$ cat src/rtl/dws_pkg.sv
package dws_pkg;

  typedef enum logic [2:0] {
    ST_IDLE,
    ST_SETUP,
    ST_STROBE,
    ST_HOLD,
    ST_LOAD
  } dws_state_e;

  function automatic int cyc_ceil(input int ps, input int clk_ps);
    return (ps + clk_ps - 1) / clk_ps;
  endfunction

  function automatic int imax(input int a, input int b);
    return (a > b) ? a : b;
  endfunction

endpackage

$ cat src/rtl/dws_timer.sv
module dws_timer #(
  parameter int CNT_W = 4
) (
  input  logic             clk,
  input  logic             rst_n,
  input  logic             load,
  input  logic [CNT_W-1:0] load_val,
  output logic             zero
);

  logic [CNT_W-1:0] cnt_q;
  logic [CNT_W-1:0] cnt_d;
  logic             cnt_en;

  always_comb begin
    cnt_en = load || (cnt_q != '0);
    cnt_d  = load ? load_val : (cnt_q - 1'b1);
  end

  always_ff @(posedge clk or negedge rst_n) begin
    if (!rst_n) begin
      cnt_q <= '0;
    end else if (cnt_en) begin
      cnt_q <= cnt_d;
    end
  end

  assign zero = (cnt_q == '0);

endmodule

$ cat src/rtl/dws_bus_reg.sv
module dws_bus_reg #(
  parameter int CH_W   = 2,
  parameter int CODE_W = 8
) (
  input  logic              clk,
  input  logic              rst_n,
  input  logic              cap_en,
  input  logic [CH_W-1:0]   chan_in,
  input  logic [CODE_W-1:0] code_in,
  output logic [CH_W-1:0]   addr_q,
  output logic [CODE_W-1:0] data_q
);

  always_ff @(posedge clk or negedge rst_n) begin
    if (!rst_n) begin
      addr_q <= '0;
      data_q <= '0;
    end else if (cap_en) begin
      addr_q <= chan_in;
      data_q <= code_in;
    end
  end

endmodule

$ cat src/rtl/dws_fsm.sv
module dws_fsm
  import dws_pkg::*;
#(
  parameter int CNT_W    = 4,
  parameter int SU_CYC   = 1,
  parameter int WR_CYC   = 1,
  parameter int HOLD_CYC = 1,
  parameter int LD_CYC   = 1
) (
  input  logic             clk,
  input  logic             rst_n,
  input  logic             cmd_valid,
  input  logic             cmd_kind,
  input  logic             cmd_load,
  input  logic             imm_mode,
  input  logic             tmr_zero,
  output logic             cmd_ready,
  output logic             cap_en,
  output logic             tmr_load,
  output logic [CNT_W-1:0] tmr_val,
  output logic             wr_n,
  output logic             ld_n
);

  dws_state_e state_q, state_d;
  logic       load_q, load_d;
  logic       imm_q, imm_d;

  always_comb begin
    state_d  = state_q;
    load_d   = load_q;
    cap_en   = 1'b0;
    tmr_load = 1'b0;
    tmr_val  = '0;
    imm_d    = (state_q == ST_IDLE) ? imm_mode : imm_q;
    case (state_q)
      ST_IDLE: begin
        if (cmd_valid) begin
          tmr_load = 1'b1;
          if (cmd_kind) begin
            state_d = ST_LOAD;
            tmr_val = CNT_W'(LD_CYC - 1);
          end else begin
            state_d = ST_SETUP;
            cap_en  = 1'b1;
            load_d  = cmd_load;
            tmr_val = CNT_W'(SU_CYC - 1);
          end
        end
      end
      ST_SETUP: begin
        if (tmr_zero) begin
          state_d  = ST_STROBE;
          tmr_load = 1'b1;
          tmr_val  = CNT_W'(WR_CYC - 1);
        end
      end
      ST_STROBE: begin
        if (tmr_zero) begin
          state_d  = ST_HOLD;
          tmr_load = 1'b1;
          tmr_val  = CNT_W'(HOLD_CYC - 1);
        end
      end
      ST_HOLD: begin
        if (tmr_zero) begin
          if (load_q) begin
            state_d  = ST_LOAD;
            tmr_load = 1'b1;
            tmr_val  = CNT_W'(LD_CYC - 1);
          end else begin
            state_d = ST_IDLE;
          end
        end
      end
      ST_LOAD: begin
        if (tmr_zero) begin
          state_d = ST_IDLE;
          load_d  = 1'b0;
        end
      end
      default: state_d = ST_IDLE;
    endcase
  end

  always_ff @(posedge clk or negedge rst_n) begin
    if (!rst_n) begin
      state_q <= ST_IDLE;
      load_q  <= 1'b0;
      imm_q   <= 1'b0;
    end else begin
      state_q <= state_d;
      load_q  <= load_d;
      imm_q   <= imm_d;
    end
  end

  assign cmd_ready = (state_q == ST_IDLE);
  assign wr_n      = (state_q != ST_STROBE);
  assign ld_n      = !(imm_q || (state_q == ST_LOAD));

endmodule

$ cat src/rtl/dac_wr_seq.sv
module dac_wr_seq
  import dws_pkg::*;
#(
  parameter int CH_W    = 2,
  parameter int CODE_W  = 8,
  parameter int CLK_PS  = 20000,
  parameter int T_AS_PS = 5000,
  parameter int T_AH_PS = 0,
  parameter int T_DS_PS = 25000,
  parameter int T_DH_PS = 0,
  parameter int T_WR_PS = 20000,
  parameter int T_LD_PS = 20000
) (
  input  logic              clk,
  input  logic              rst_n,
  input  logic              imm_mode,
  input  logic              cmd_valid,
  output logic              cmd_ready,
  input  logic              cmd_kind,
  input  logic [CH_W-1:0]   cmd_chan,
  input  logic [CODE_W-1:0] cmd_code,
  input  logic              cmd_load,
  output logic [CH_W-1:0]   bus_addr,
  output logic [CODE_W-1:0] bus_data,
  output logic              bus_wr_n,
  output logic              bus_ld_n
);

  localparam int SU_CYC   = 1;
  localparam int WR_CYC   = imax(imax(1, cyc_ceil(T_WR_PS, CLK_PS)),
                                 imax(cyc_ceil(T_DS_PS, CLK_PS) - SU_CYC,
                                      cyc_ceil(T_AS_PS, CLK_PS) - SU_CYC));
  localparam int HOLD_CYC = 1 + cyc_ceil(imax(T_AH_PS, T_DH_PS), CLK_PS);
  localparam int LD_CYC   = imax(1, cyc_ceil(T_LD_PS, CLK_PS));
  localparam int MAX_CYC  = imax(imax(WR_CYC, HOLD_CYC), imax(LD_CYC, SU_CYC));
  localparam int CNT_W    = $clog2(MAX_CYC + 1);

  logic [1:0]       rst_sync_q;
  logic             rst_int_n;
  logic             cap_en;
  logic             tmr_load;
  logic [CNT_W-1:0] tmr_val;
  logic             tmr_zero;

  always_ff @(posedge clk or negedge rst_n) begin
    if (!rst_n) begin
      rst_sync_q <= 2'b00;
    end else begin
      rst_sync_q <= {rst_sync_q[0], 1'b1};
    end
  end
  assign rst_int_n = rst_sync_q[1];

  dws_fsm #(
    .CNT_W   (CNT_W),
    .SU_CYC  (SU_CYC),
    .WR_CYC  (WR_CYC),
    .HOLD_CYC(HOLD_CYC),
    .LD_CYC  (LD_CYC)
  ) i_fsm (
    .clk      (clk),
    .rst_n    (rst_int_n),
    .cmd_valid(cmd_valid),
    .cmd_kind (cmd_kind),
    .cmd_load (cmd_load),
    .imm_mode (imm_mode),
    .tmr_zero (tmr_zero),
    .cmd_ready(cmd_ready),
    .cap_en   (cap_en),
    .tmr_load (tmr_load),
    .tmr_val  (tmr_val),
    .wr_n     (bus_wr_n),
    .ld_n     (bus_ld_n)
  );

  dws_timer #(.CNT_W(CNT_W)) i_timer (
    .clk     (clk),
    .rst_n   (rst_int_n),
    .load    (tmr_load),
    .load_val(tmr_val),
    .zero    (tmr_zero)
  );

  dws_bus_reg #(.CH_W(CH_W), .CODE_W(CODE_W)) i_bus (
    .clk    (clk),
    .rst_n  (rst_int_n),
    .cap_en (cap_en),
    .chan_in(cmd_chan),
    .code_in(cmd_code),
    .addr_q (bus_addr),
    .data_q (bus_data)
  );

endmodule

$ cat config.mk
export PLATFORM = sky130hd
export DESIGN_NAME = dac_wr_seq
export DESIGN_NICKNAME = d
export VERILOG_FILES = /design/src/rtl/dws_pkg.sv /design/src/rtl/dws_timer.sv /design/src/rtl/dws_bus_reg.sv /design/src/rtl/dws_fsm.sv /design/src/rtl/dac_wr_seq.sv
export SDC_FILE = /design/constraint.sdc
export NUM_CORES = 1
export LEC_CHECK = 0
export BUFFER_PORTS_ARGS = -buffer_cell sky130_fd_sc_hd__buf_4
export CAP_MARGIN = 20
export CORE_MARGIN = 8
export CORE_UTILIZATION = 50
export CTS_BUF_LIST = sky130_fd_sc_hd__clkbuf_4 sky130_fd_sc_hd__clkbuf_8
export CTS_CLUSTER_SIZE = 10
export DETAILED_ROUTE_END_ITERATION = 8
export HOLD_SLACK_MARGIN = 0.05
export PLACE_DENSITY = 0.8
export SLEW_MARGIN = 20
export SYNTH_ARGS = -nofsm -noshare
export SYNTH_HDL_FRONTEND = slang
export SYNTH_HIERARCHICAL = 1
export SYNTH_SLANG_ARGS = --single-unit
$ cat constraint.sdc
create_clock -name clk -period 1.9 [get_ports clk]
set_input_delay 0.285 -clock clk [delete_from_list [all_inputs] [get_ports clk]]
set_output_delay 0.285 -clock clk [all_outputs]
set_load 0.02 [all_outputs]
==> metrics.md <==
| Metric | Value |
|---|---|
| Die span in x | `56.9 µm` |
| Distinct cells, synth | `28` |
| Crit Reg-Reg Endpoint | `i_bus/data_q[4]` |
| Setup TNS | `0 ns` |
| Final setup viols | `0` |
| Drt via density | `5.31` |
| Fraction of layout cells with a size suffix above 1 | `0.522` |
| Worst R2R Start | `i_fsm/state_q[0]` |
| Post-synth net total | `78` |
| Critical path type | `reg2out` |
| Min-delay src | `cmd_chan[0]` |
| Final hold vios | `0` |
| Crit-path cells | `inv_2 -> or3_1 -> buf_4` |
| Synth top area share | `0.538` |
| Leak | `0.000525 µW` |
| Pre-CTS worst setup slack | `0.278 ns` |
| Mapped cell area | `837 µm²` |
| First-pass GRT wire length | `3.07 mm` |
| Root buffer cell | `clkbuf_4` |
| MaxCap Viol Count | `0` |
| Setup ws final | `0.160 ns` |
| R2r worst-path depth | `4` |
| Critical Path Slowest Stage Cell | `dfrtp_1` |
| Max incr delay on CP | `0.53 ns` |
| Wire per inst | `16.4 µm` |
| Largest net degree at the start of global routing | `17` |
| Standard-cell rows | `14` |
| Worst EP required | `1.62 ns` |
| Post-DP HPWL | `1.35 mm` |
| Initial core utilization | `0.543` |
| RSZ-0062 raised after global routing | `no` |
| Post-synthesis cell type with the largest combined area | `dfrtp_1` |
| Area Growth Syn to Fin | `29.7%` |
| Vias | `574` |
| ANT nets after route | `0` |
| Final setup skew | `0.00663 ns` |
| Pre-antenna DRT Iters | `4` |
| Status | `completed` |
| Final Wtd Congestion | `0.839` |
| Io pins | `29` |
| Hold Path Class | `in2reg` |
| Hold Path Sink | `i_bus/addr_q[0]` |
| Pwr Total | `1900 µW` |
| Final worst path period share | `0.916` |
| Reg-to-reg slack, setup | `0.24 ns` |
| Drt first-iter violations | `7` |
| Clk_lat worst skew | `0.29 ns` |
| Total grt overflow | `0` |
| Die Span Y | `56.9 µm` |
| CP Launch Type | `flip-flop` |
| Buffers on Ports | `28` |
| Power density over cell area | `1750 nW/µm²` |
| Slew Viols, Final | `0` |
| Total clock buffers created by CTS | `3` |
| Setup Fix Bufs, Post-CTS | `0` |
| Commonest non-fill, non-tap cells in the layout | `buf_4, dfrtp_1, mux2_4, clkbuf_4, nor2_1` |
| Die Footprint | `3240 µm²` |
| CTS resizes | `0` |
| Fin Hold WS | `0.219 ns` |
| Max clock buf depth | `2` |
| Placed instance count | `103` |
| Core area | `1540 µm²` |
| Worst Path Max Fanout | `7` |
| Flops & latches, synth | `18` |
| Cells after Synth | `62` |
| Synth top area cells | `dfrtp_1, mux2_4, buf_6, and3b_1, nor3_4` |
| Reg clk slew, reported paths | `0.11 ns` |
| DRC | `0` |
| Worst Setup End Kind | `primary output` |
| Layout Nets | `109` |
| Max_slew headroom | `0.578` |
| Synth warn | `6` |
| VDD IR max | `920 µV` |
| Sequential area share after synthesis | `0.538` |
| Post-Route WL | `1.78 mm` |
| Commonest non-fill, non-tap cell in the layout | `buf_4` |
| Antenna violations before repair | `0` |
| Final cell count without fillers | `108` |
| Cell depth of the worst hold path | `2` |
| Mean post-synth cell area | `13.5 µm²` |
| Clk sink count | `18` |
| Cts hold-fix bufs | `1` |
| Least-Margin Pin Slew | `0.633 ns` |
| Number of global-route vias before repair | `643` |
| Crit path time final | `1.74 ns` |
| Ant diodes | `0` |
| Gr usage total | `0.118` |
| Fmax | `0.575 GHz` |
| CTS tree | `done` |
| H-Tree Depth | `1` |
| Arrival time worst endpoint | `1.46 ns` |
## per-layer routing
| metal | GRT usage | part of all wire |
|---|---|---|
| met5 | 0 | 0 |
| met1 | 0.141 | 0.41 |
| met3 | 0.0539 | 0.069 |
| met4 | 0.0503 | 0 |
| met2 | 0.178 | 0.52 |
## stage by stage
stage | utilization | area, µm²
floorplan | - | 837
global placement | 0.675 | 1040
detailed placement | 0.675 | 1040
CTS | 0.705 | 1090
global route | 0.705 | 1090
finish | 0.705 | 1090
## how the worst max path moves through the flow
stage                                start               to  slack, ns  cells past startpoint
after floorplan           i_fsm/state_q[0]  i_bus/addr_q[0]       0.26                      5
after global placement    i_fsm/state_q[0]  i_bus/addr_q[0]       0.33                      4
after detailed placement  i_fsm/state_q[0]  i_bus/data_q[2]       0.28                      4
after CTS                 i_fsm/state_q[1]         bus_wr_n       0.16                      3
after global routing      i_fsm/state_q[1]         bus_wr_n       0.07                      3
final                     i_fsm/state_q[1]         bus_wr_n       0.16                      3
## area by class of cell
type | count | area [µm²]
fill | 123 | 455
sequential | 18 | 450
inverter | 2 | 7.51
tap | 16 | 20.0
timing repair buffer | 30 | 228
clock buffer | 4 | 36.3
multi-input combinational | 38 | 344
## critical path: cells and delay by family (launching register included)
| family | cells | cell delay [ns] |
|---|---|---|
| flops | 1 | 0.53 |
| buf+inv | 2 | 0.27 |
| simple gates | 1 | 0.36 |
## report_power, final
part	internal, µW	switching (µW)
Combinational	503	435
Sequential	554	176
Clock	117	117
## cell usage after synthesis (all sizes together)
master / instances
a2111oi: 1
a211oi: 1
a21oi: 1
and2: 1
and3b: 2
buf: 4
conb: 2
dfrtp: 18
inv: 2
mux2: 11
nand2: 2
nand3: 1
nand4b: 1
nor2: 3
nor2b: 1
nor3: 2
nor3b: 2
o21ai: 3
o31ai: 2
or3: 1
xnor2: 1
## registers in the layout, indices dropped and copies added, names as in the netlist
| name | flops |
|---|---|
| i_fsm/state_q | 3 |
| i_bus/data_q | 8 |
| i_timer/cnt_q | 1 |
| i_fsm/load_q | 1 |
| rst_sync_q | 2 |
| i_bus/addr_q | 2 |
| i_fsm/imm_q | 1 |
## cell families (layout without fill, tap and decap cells)
logic type / Yosys count / count (layout) / share of synthesized area
multiplexers: 11 / 11 / 0.193
flip-flops: 18 / 18 / 0.538
buffers and inverters: 6 / 36 / 0.0508
AND/OR/NAND/NOR: 16 / 16 / 0.126
AO/OA/AOI/OAI: 8 / 8 / 0.0732
XOR/XNOR: 1 / 1 / 0.0105
other: 2 / 2 / 0.00897
No activity file was read; power rests on OpenSTA's default activity.
